===== src/rtl/stl_pkg.sv =====
package stl_pkg;
  // Controller state: acquisition search or steady tracking.
  typedef enum logic {
    ST_ACQ   = 1'b0,
    ST_TRACK = 1'b1
  } stl_state_e;
endpackage


===== src/rtl/stl_scorer.sv =====
// Per-position magnitude sums over the acquisition window and argmax.
module stl_scorer #(
  parameter int DW  = 12,
  parameter int SPS = 8,
  parameter int SW  = 17,
  parameter int PW  = 3
) (
  input  logic          clk,
  input  logic          rst_n,
  input  logic          clr,
  input  logic          add,
  input  logic [PW-1:0] idx,
  input  logic [DW-1:0] mag,
  output logic [PW-1:0] best
);
  logic [SW-1:0] score [SPS];

  for (genvar g = 0; g < SPS; g++) begin : g_bin
    logic          hit;
    logic [SW-1:0] sum_q, sum_d;
    assign hit = add && (idx == PW'(g));
    // score includes the sample arriving this cycle, so the final
    // window sample takes part in the decision
    assign score[g] = sum_q + (hit ? SW'(mag) : SW'(0));

    always_comb begin
      sum_d = sum_q;
      if (clr)      sum_d = '0;
      else if (hit) sum_d = score[g];
    end

    always_ff @(posedge clk or negedge rst_n) begin
      if (!rst_n) sum_q <= '0;
      else        sum_q <= sum_d;
    end
  end

  // strict compare: the earliest position keeps a tie
  always_comb begin
    logic [SW-1:0] best_v;
    best   = '0;
    best_v = score[0];
    for (int i = 1; i < SPS; i++) begin
      if (score[i] > best_v) begin
        best_v = score[i];
        best   = PW'(i);
      end
    end
  end
endmodule


===== src/rtl/stl_early_late.sv =====
// Early-late drift accumulator with symmetric threshold decision.
module stl_early_late #(
  parameter int DW     = 12,
  parameter int AW     = 23,
  parameter int THRESH = 256
) (
  input  logic          clk,
  input  logic          rst_n,
  input  logic          clr,
  input  logic          upd,
  input  logic [DW-1:0] early_mag,
  input  logic [DW-1:0] late_mag,
  output logic          step_late,
  output logic          step_early
);
  localparam logic signed [AW-1:0] LIM = AW'(THRESH);

  logic signed [AW-1:0] acc_q, acc_d, acc_sum;

  assign acc_sum    = acc_q + $signed(AW'(late_mag)) - $signed(AW'(early_mag));
  assign step_late  = upd && (acc_sum > LIM);
  assign step_early = upd && (acc_sum < -LIM);

  always_comb begin
    acc_d = acc_q;
    if (clr)                          acc_d = '0;
    else if (step_late || step_early) acc_d = '0;
    else if (upd)                     acc_d = acc_sum;
  end

  always_ff @(posedge clk or negedge rst_n) begin
    if (!rst_n) acc_q <= '0;
    else        acc_q <= acc_d;
  end
endmodule


===== src/rtl/symtime_recover.sv =====
// Symbol timing recovery: acquisition by magnitude score, tracking by
// thresholded early-late drift.
module symtime_recover
  import stl_pkg::*;
#(
  parameter int DW      = 12,
  parameter int SPS     = 8,
  parameter int ACQ_SYM = 16,
  parameter int THRESH  = 256
) (
  input  logic                                  clk,
  input  logic                                  rst_n,
  input  logic                                  in_valid,
  input  logic [DW-1:0]                         in_sample,
  input  logic                                  warm_done,
  output logic                                  out_valid,
  output logic [DW-1:0]                         out_sample,
  output logic [((SPS > 1) ? $clog2(SPS) : 1)-1:0] out_phase
);
  localparam int PW = (SPS > 1) ? $clog2(SPS) : 1;
  localparam int YW = (ACQ_SYM > 1) ? $clog2(ACQ_SYM) : 1;
  localparam int SW = DW + YW + 1;
  localparam int CW = $clog2(SPS + 1);
  localparam int AW = DW + $clog2(THRESH + 1) + 2;
  localparam logic [PW-1:0] POS_LAST = PW'(SPS - 1);
  localparam logic [YW-1:0] SYM_LAST = YW'(ACQ_SYM - 1);

  // reset: asserted asynchronously, released on the clock
  logic [1:0] rs_q;
  logic       rst_core_n;
  always_ff @(posedge clk or negedge rst_n) begin
    if (!rst_n) rs_q <= 2'b00;
    else        rs_q <= {rs_q[0], 1'b1};
  end
  assign rst_core_n = rs_q[1];

  stl_state_e    st_q, st_d;
  logic [PW-1:0] pos_q, pos_d, ph_q, ph_d, best_ph;
  logic [YW-1:0] sym_q, sym_d;
  logic [CW-1:0] cd_q, cd_d;
  logic [DW-1:0] d0_q, d0_d, d1_q, d1_d, os_q, os_d;
  logic          ov_q, ov_d;
  logic [DW-1:0] mag_now, mag_d1;
  logic          take, trk, acq_add, acq_done, emit;
  logic          step_late, step_early;

  assign take     = in_valid && warm_done;
  assign trk      = (st_q == ST_TRACK);
  assign acq_add  = take && !trk;
  assign acq_done = acq_add && (pos_q == POS_LAST) && (sym_q == SYM_LAST);
  assign emit     = take && trk && (cd_q == '0);
  assign mag_now  = in_sample[DW-1] ? DW'(-in_sample) : in_sample;
  assign mag_d1   = d1_q[DW-1] ? DW'(-d1_q) : d1_q;

  stl_scorer #(.DW(DW), .SPS(SPS), .SW(SW), .PW(PW)) u_score (
    .clk   (clk),
    .rst_n (rst_core_n),
    .clr   (!warm_done),
    .add   (acq_add),
    .idx   (pos_q),
    .mag   (mag_now),
    .best  (best_ph)
  );

  stl_early_late #(.DW(DW), .AW(AW), .THRESH(THRESH)) u_el (
    .clk        (clk),
    .rst_n      (rst_core_n),
    .clr        (!warm_done),
    .upd        (emit),
    .early_mag  (mag_d1),
    .late_mag   (mag_now),
    .step_late  (step_late),
    .step_early (step_early)
  );

  always_comb begin
    st_d  = st_q;
    pos_d = pos_q;
    sym_d = sym_q;
    cd_d  = cd_q;
    ph_d  = ph_q;
    d0_d  = d0_q;
    d1_d  = d1_q;
    os_d  = os_q;
    ov_d  = 1'b0;
    if (!warm_done) begin
      st_d  = ST_ACQ;
      pos_d = '0;
      sym_d = '0;
      cd_d  = '0;
      ph_d  = '0;
      d0_d  = '0;
      d1_d  = '0;
      os_d  = '0;
    end else if (take) begin
      d1_d = d0_q;
      d0_d = in_sample;
      if (!trk) begin
        pos_d = (pos_q == POS_LAST) ? '0 : pos_q + PW'(1);
        if (pos_q == POS_LAST) sym_d = sym_q + YW'(1);
        if (acq_done) begin
          st_d = ST_TRACK;
          ph_d = best_ph;
          cd_d = CW'(best_ph) + CW'(1);
        end
      end else if (emit) begin
        ov_d = 1'b1;
        os_d = d0_q;
        if (step_late) begin
          ph_d = (ph_q == POS_LAST) ? '0 : ph_q + PW'(1);
          cd_d = CW'(SPS);
        end else if (step_early) begin
          ph_d = (ph_q == '0) ? POS_LAST : ph_q - PW'(1);
          cd_d = CW'(SPS - 2);
        end else begin
          cd_d = CW'(SPS - 1);
        end
      end else begin
        cd_d = cd_q - CW'(1);
      end
    end
  end

  always_ff @(posedge clk or negedge rst_core_n) begin
    if (!rst_core_n) begin
      st_q  <= ST_ACQ;
      pos_q <= '0;
      sym_q <= '0;
      cd_q  <= '0;
      ph_q  <= '0;
      d0_q  <= '0;
      d1_q  <= '0;
      os_q  <= '0;
      ov_q  <= 1'b0;
    end else begin
      st_q  <= st_d;
      pos_q <= pos_d;
      sym_q <= sym_d;
      cd_q  <= cd_d;
      ph_q  <= ph_d;
      d0_q  <= d0_d;
      d1_q  <= d1_d;
      os_q  <= os_d;
      ov_q  <= ov_d;
    end
  end

  assign out_valid  = ov_q;
  assign out_sample = os_q;
  assign out_phase  = ph_q;
endmodule


===== config.mk =====
export PLATFORM = sky130hd
export DESIGN_NAME = symtime_recover
export DESIGN_NICKNAME = d
export VERILOG_FILES = /design/src/rtl/stl_pkg.sv /design/src/rtl/stl_scorer.sv /design/src/rtl/stl_early_late.sv /design/src/rtl/symtime_recover.sv
export SDC_FILE = /design/constraint.sdc
export NUM_CORES = 1
export LEC_CHECK = 0
export ABC_AREA = 1
export CAP_MARGIN = 0
export CORE_UTILIZATION = 65
export CTS_BUF_LIST = sky130_fd_sc_hd__clkbuf_2 sky130_fd_sc_hd__clkbuf_4 sky130_fd_sc_hd__clkbuf_8
export CTS_CLUSTER_SIZE = 16
export DETAILED_ROUTE_END_ITERATION = 10
export GPL_ROUTABILITY_DRIVEN = 0
export PLACE_DENSITY = 0.82
export SYNTH_ARGS = -nofsm -noshare
export SYNTH_HDL_FRONTEND = slang
export SYNTH_SLANG_ARGS = --single-unit
export TNS_END_PERCENT = 1

===== constraint.sdc =====
create_clock -name clk -period 9.8 [get_ports clk]
set_clock_uncertainty 0.2 [all_clocks]
set_input_delay 0.98 -clock clk [delete_from_list [all_inputs] [get_ports clk]]
set_output_delay 0.98 -clock clk [all_outputs]
set_load 0.05 [all_outputs]

==> results.toml, run 1 <==
[synthesis]
ys_seq_area_share_pct = 25.5
ys_warn_count = 0
synth.top_cells.by_count = "756 x nand2_1, 446 x inv_1, 282 x nand3_1, 253 x ha_1, 213 x dfrtp_1"
async_flop_share_pct = 100
syn_nets = 3341
synth_top_cells_by_area = "dfrtp_1 26%, ha_1 15%, nand2_1 14%, inv_1 8.0%, nand3_1 6.8%"
post_synth_num_cell_types = 58
ys_dominant_reg_cell = "dfrtp_1"
syn-cell-area_um2 = 20900
synth_top_area_share_pct = 25.5
synth_edf_count = 0
yosysMostFrequentCell = "nand2_1"
synth_largest_area_cell = "dfrtp_1"
syn_inst = 3052
synth.avg_cell_area_um2 = 6.85
postSynthRegisterBits = 213

[die]
die_w_um = 181
die_h_um = 181
num_rows = 65
ios = 32
start_util_pct = 66.1

[run_status]
failed_stage = "global routing"
error = "[ERROR GRT-0232] Routing congestion too high. Check the congestion heatmap in the GUI."
status = "did not finish"

[placed_design]
dpl.hpwl_um = 54400
dp_cells = 3942
numPortBuffers = 31
placed_area_um2 = 25600

[global_route]
grt_overflow = 635
grt.total_usage_pct = 90.9
grt_max_degree = 186

[clock_network]
cts_hold_buf = 0
clockBufferDepth = 3
htreeDepth = 2
numCtsBuffers = 40
cts_sinks = 213
clk_root_buffer_cell = "clkbuf_8"

[timing]
worst_endpoint = "cd_q[2]$_DFFE_PN0P_/D"
endpoint_type = "register data pin"
stage by stage:
step,hold WS [ps],setup WS [ps]
2_1_floorplan,131,-3560
3_5_place_dp,64.7,-5450
3_3_place_gp,61.2,-4630
4_1_cts,69.1,-3930
per-layer routing:
layer	track usage [%]	GRT overflow
met2	103	365
met1	87.9	22
met3	81.0	33
met4	98.3	211
met5	53.0	4
repair_timing:
action | in CTS
resized for setup | 240
cloned | 8
pin swaps | 122
buffers inserted | 55
endpoints found under the setup margin | 7
logic make-up after synthesis:
family | count (synthesis) | share of synthesized area, %
AOI/OAI and AO/OA | 511 | 13.8
xor gates and xnor gates | 111 | 4.74
adders and majority gates | 273 | 17.1
buffers and inverters | 533 | 9.65
DFF | 213 | 25.5
muxes | 1 | 0.0479
other | 1 | 0.0179
and+or+nand+nor | 1409 | 29.2
==> inputs of run 2 (changes only) <==
--- a/config.mk
+++ b/config.mk
@@ -7,12 +7,10 @@
 export LEC_CHECK = 0
 export ABC_AREA = 1
 export CAP_MARGIN = 0
-export CORE_UTILIZATION = 65
-export CTS_BUF_LIST = sky130_fd_sc_hd__clkbuf_2 sky130_fd_sc_hd__clkbuf_4 sky130_fd_sc_hd__clkbuf_8
-export CTS_CLUSTER_SIZE = 16
+export CORE_UTILIZATION = 40
 export DETAILED_ROUTE_END_ITERATION = 10
 export GPL_ROUTABILITY_DRIVEN = 0
-export PLACE_DENSITY = 0.82
+export PLACE_DENSITY_LB_ADDON = 0.15
 export SYNTH_ARGS = -nofsm -noshare
 export SYNTH_HDL_FRONTEND = slang
 export SYNTH_SLANG_ARGS = --single-unit
==> results.toml, run 2 <==
[synthesis]
ys_warn_count = 0
yosysMostFrequentCell = "nand2_1"
post_synth_num_cell_types = 58
synth_largest_area_cell = "dfrtp_1"
synth.avg_cell_area_um2 = 6.85
synth_top_cells_by_area = "dfrtp_1 26%, ha_1 15%, nand2_1 14%, inv_1 8.0%, nand3_1 6.8%"
synth.top_cells.by_count = "756 x nand2_1, 446 x inv_1, 282 x nand3_1, 253 x ha_1, 213 x dfrtp_1"
syn_nets = 3341
synth_top_area_share_pct = 25.5
async_flop_share_pct = 100
ys_dominant_reg_cell = "dfrtp_1"
syn-cell-area_um2 = 20900
ys_seq_area_share_pct = 25.5
syn_inst = 3052
postSynthRegisterBits = 213
synth_edf_count = 0

[global_route]
grt_pass1_wl_um = 115000
grt_pass1_vias = 22400
antenna_found_initial = 2
grt.total_usage_pct = 26.9
grt_overflow = 0
grt_max_degree = 70

[worst_setup_path]
cp-end-kind = "flip-flop"
crit_required_ps = 10120
worstSetupPathType = "in2reg"
cp_slowest_stage_delay_ps = 540
path_buf_inv = 21
startpoint_type = "primary input"
worstPathArrival_ps = 14350
critPathSlowestCell = "or4_4"
critPathTopFamily = "simple AND/OR/NAND/NOR gates"
crit_fanout = 10
path_common_cell = "nand2_1"

[detailed_routing]
firstDrtPassIters = 5
wl_per_cell_um = 16.8
num_vias = 22700
vias_per_cell = 5.23
wirelength_um = 72900
antenna_left = 0
drc = 0
drt-initial-drc-count = 1411

[power]
leakagePower_nw = 15.6
p_comb_share_pct = 66.5
p_switching_mw = 2.90
p_int_mw = 3.79
power_frac_clock_pct = 19.9
seqPwrFrac_pct = 13.7
p_sw_share_pct = 43.4
total_power_mw = 6.70
vdd_drop_max_mv = 0.174
power.density_nw_per_um2 = 230

[final_layout]
largest_register_ffs = 136
nets = 3933
layout_common_cells = "695 x nand2_1, 569 x buf_4, 428 x inv_1"
n_antenna_cell = 0
area_growth_pct = 39.1
top_regs = "u_score.g_bin.sum_q: 136 flops, u_el.acc_q: 23 flops"
final_common_cell = "nand2_1"
regMostFlops = "u_score.g_bin.sum_q"
final_core_utilization_pct = 56.4
stdcell_area_um2 = 29100
drive_gt1_share_pct = 26.2

[clock_network]
htreeDepth = 1
clk_root_buffer_cell = "clkbuf_16"
numCtsBuffers = 30
clock_latency_ps = 590
cts_sinks = 213
path_clk_slew_ps = 60
cts_hold_buf = 0
clockBufferDepth = 3
cts_tree = "done"

[timing]
period_needed_ps = 14030
setup_ws_ps = -4230
rsz0062_at_grt = "true"
relSlewSlack_pct = 36.7
fmax_mhz = 71.3
worstMarginPinSlew_ps = 948
setup_violations = 7
finalMaxSlewViolations = 0
min_period_over_period_pct = 143
final-hold-violation-count = 0

[placed_design]
dpl.hpwl_um = 55900
numPortBuffers = 31
placed_area_um2 = 26000

[die]
ios = 32
core-area_um2 = 51500
start_util_pct = 40.6
num_rows = 83
die_h_um = 231
dieArea_um2 = 53200
die_w_um = 231

[run_status]
violations = "setup timing"
status = "finished, violations left"

[flow_run]
drv_cap = 0

[worst_hold_path]
hold_path.class = "reg2reg"
run 2: cell counts after synthesis:
Identical to the previous run, type by type.
run 2: worst register-to-register path, delay by kind of cell, from the launching register on:
| family | cells | cell delay, ps |
|---|---|---|
| adder cells (fa/ha/maj) | 10 | 2490 |
| AO/OA/AOI/OAI | 15 | 2150 |
| flip-flops | 1 | 400 |
| XOR/XNOR | 1 | 170 |
| buffers and inverters | 21 | 2460 |
| AND/OR/NAND/NOR | 47 | 5450 |
run 2: layer usage:
layer / up-vias / track usage, % / share of wire (%) / routed length, um
met5: - / 0 / 0.069 / 50
met4: 6 / 8.98 / 3.6 / 2610
met3: 149 / 3.05 / 5.1 / 3740
met2: 558 / 44.2 / 46 / 33400
met1: 10800 / 36.6 / 45 / 33100
li1: 11200 / - / - / -
run 2: per-stage QoR:
step                setup slack (ps)  hold WS, ps  setup TNS, ps  instances
floorplan                      -3560          131         -23000       3052
global placement               -5100          138         -34840       4233
detailed placement             -5510          142         -37390       4233
CTS                            -4040          155         -27160       4320
global route                   -4960          160         -33670       4348
finish                         -4230          152         -28590       4348
run 2: power by group through the flow:
stage                     registers, mW  logic [mW]  clock network [mW]
after floorplan                   0.944        1.89                   0
after global placement            0.930        3.35                   0
after detailed placement          0.930        3.43                   0
after CTS                         0.915        3.77                1.36
after global routing              0.917        4.85                1.39
final                             0.915        4.45                1.33
run 2: path summary, 6_finish.rpt:
check	start	end	slack, ps	depth (start not counted)
min in group asynchronous	rs_q[1]	u_score.g_bin[0].sum_q[4]	210	0
min	rs_q[0]	rs_q[1]	150	0
min reg2reg	rs_q[0]	rs_q[1]	150	0
max reg2reg	pos_q[0]	cd_q[2]	-3620	94
max in group asynchronous	rs_q[1]	u_score.g_bin[5].sum_q[11]	7150	2
max	in_sample[1]	cd_q[2]	-4230	98
run 2: layout make-up:
| cell class | instances | area, um2 |
|---|---|---|
| tap | 680 | 851 |
| inverter | 464 | 1780 |
| timing repair buffer | 625 | 4950 |
| clock inverter | 19 | 395 |
| fill | 4864 | 22400 |
| clock buffer | 37 | 807 |
| multi-input combinational | 2308 | 14900 |
| timing repair inverter | 2 | 12.5 |
| sequential | 213 | 5330 |
run 2: cells by family (layout without fill, tap and decap cells):
logic type	Yosys count	after routing	synth area share, %
other	1	1	0.0179
XOR/XNOR	111	111	4.74
AND/OR/NAND/NOR	1409	1411	29.2
adder cells (fa/ha/maj)	273	273	17.1
buffers and inverters	533	1147	9.65
AO/OA/AOI/OAI	511	511	13.8
flip-flops	213	213	25.5
multiplexers	1	1	0.0479
run 2: what timing repair did:
item	in CTS	in global routing
pin swaps	32	112
endpoints found under the setup margin	7	7
setup buffers	28	25
resized for setup	88	220
gates cloned	3	4
(Power assumes the default switching activity.)
==> inputs of run 3 (changes only) <==
--- a/config.mk
+++ b/config.mk
@@ -7,7 +7,7 @@
 export LEC_CHECK = 0
 export ABC_AREA = 1
 export CAP_MARGIN = 0
-export CORE_UTILIZATION = 40
+export CORE_UTILIZATION = 55
 export DETAILED_ROUTE_END_ITERATION = 10
 export GPL_ROUTABILITY_DRIVEN = 0
 export PLACE_DENSITY_LB_ADDON = 0.15
==> results.toml, run 3 (synthesis gave the netlist of run 2 again) <==
[run_status]
status = "finished, violations left"
violations = "setup timing"

[final_layout]
n_antenna_cell = 0
regMostFlops = "u_score.g_bin.sum_q"
largest_register_ffs = 136
nets = 3947
final_common_cell = "nand2_1"
area_growth_pct = 36.6
drive_gt1_share_pct = 26.0
finalNonFillerCells = 4186
layout_common_cells = "709 x nand2_1, 589 x buf_4, 426 x inv_1"
stdcell_area_um2 = 28500
top_regs = "u_score.g_bin.sum_q: 136 flops, u_el.acc_q: 23 flops"

[clock_network]
path_clk_slew_ps = 60
cts_sinks = 213
clockBufferDepth = 3
numCtsBuffers = 26
htreeDepth = 1
clock_latency_ps = 570
cts_tree = "done"
clk_root_buffer_cell = "clkbuf_16"

[detailed_routing]
num_vias = 24200
wl_per_cell_um = 17.8
vias_per_cell = 5.77
firstDrtPassIters = 6
drt-initial-drc-count = 2085
drc = 0
wirelength_um = 74400
antenna_left = 0

[power]
power.density_nw_per_um2 = 228
p_sw_share_pct = 45.1
p_int_mw = 3.58
vdd_drop_max_mv = 0.196
p_switching_mw = 2.94
p_comb_share_pct = 69.3
seqPwrFrac_pct = 14.0
power_frac_clock_pct = 16.7
leakagePower_nw = 15.5

[global_route]
grt_pass1_vias = 23700
grt_max_degree = 75
antenna_found_initial = 0
grt_pass1_wl_um = 117000
grt_overflow = 0
grt.total_usage_pct = 37.6
use_met2_pct = 63.0
met3_usage_pct = 5.48
use_met1_pct = 47.0
grt_busiest_layer = "met2"

[die]
dieArea_um2 = 38800
num_rows = 71
start_util_pct = 55.8
die_w_um = 197
core-area_um2 = 37500
die_h_um = 197
ios = 32

[flow_run]
drv_cap = 0

[worst_setup_path]
cp-end-kind = "flip-flop"
worstPathArrival_ps = 14680
path_common_cell = "nand2_1"
rr_worst_depth = 96
ff2ff_setup_slack_ps = -4270
r2r_start = "pos_q[1]"
crit_required_ps = 10110
worstSetupPathType = "in2reg"
startpoint_type = "primary input"
crit_fanout = 10
critPathSlowestCell = "clkdlybuf4s50_1"
cp_slowest_stage_delay_ps = 500
r2r_end = "cd_q[2]"

[timing]
final-hold-violation-count = 0
finalMaxSlewViolations = 0
period_needed_ps = 14380
worstMarginPinSlew_ps = 1000
rsz0062_at_grt = "true"
setup_ws_ps = -4580
min_period_over_period_pct = 147
setup_violations = 7
fmax_mhz = 69.6
whs_ps = 139
relSlewSlack_pct = 33.2
setup_tns_ps = -31380

[placed_design]
dp_cells = 4047
numPortBuffers = 31
dpl.hpwl_um = 53300
placed_area_um2 = 25700

[worst_hold_path]
hold_path.class = "reg2async"
-- run 3: final cells by class --
type                    instances  area, um2
flip-flops and latches        213       5330
repair inverters                3       20.0
clock buffers                  34        741
inverters                     464       1790
well taps                     511        639
clock inverters                11        196
fillers                      2665       8940
multi-input cells            2310      14800
repair buffers                640       5040
-- run 3: how the worst max path moves through the flow --
stage	endpoint	cells past startpoint	slack, ps	start
after floorplan	cd_q[2]	105	-3560	warm_done
after global placement	out_phase[2]	98	-4910	in_sample[0]
after detailed placement	cd_q[2]	96	-5420	in_sample[0]
after CTS	cd_q[2]	93	-3780	in_sample[11]
after global routing	cd_q[2]	102	-5330	in_sample[0]
final	cd_q[2]	102	-4580	in_sample[11]
-- run 3: through the flow --
step	utilization, %	setup WS [ps]	total power, mW
after CTS	74.9	-3780	6.09
after floorplan	-	-3560	2.83
after global placement	68.5	-4910	4.18
final	76.2	-4580	6.52
after detailed placement	68.5	-5420	4.31
after global routing	76.2	-5330	6.89
-- run 3: routing by layer --
| metal | part of all wire (%) | routed length, um |
|---|---|---|
| met1 | 39 | 29400 |
| met2 | 46 | 34300 |
| met3 | 8.6 | 6390 |
| met4 | 5.8 | 4350 |
| met5 | 0 | 0 |
-- run 3: worst max-delay path, delay by kind of cell --
family                   cells  cell delay, ps
AND/OR/NAND/NOR             52            5710
buffers and inverters       24            2940
AO/OA/AOI/OAI               16            2410
adder cells (fa/ha/maj)      9            2320
XOR/XNOR                     1             270
-- run 3: what timing repair did --
action,4_1_cts,5_1_grt
cloned,9,0
gates resized for setup,216,73
endpoints found under the setup margin,7,7
pin swaps,112,44
hold buffers,0,0
setup buffers,66,20
-- run 3: power by group through the flow --
stage / clock (mW) / combinational (mW) / sequential [mW]
after floorplan: 0 / 1.89 / 0.944
after global placement: 0 / 3.26 / 0.928
after detailed placement: 0 / 3.38 / 0.929
after CTS: 1.09 / 4.09 / 0.913
after global routing: 1.13 / 4.85 / 0.915
final: 1.09 / 4.52 / 0.913
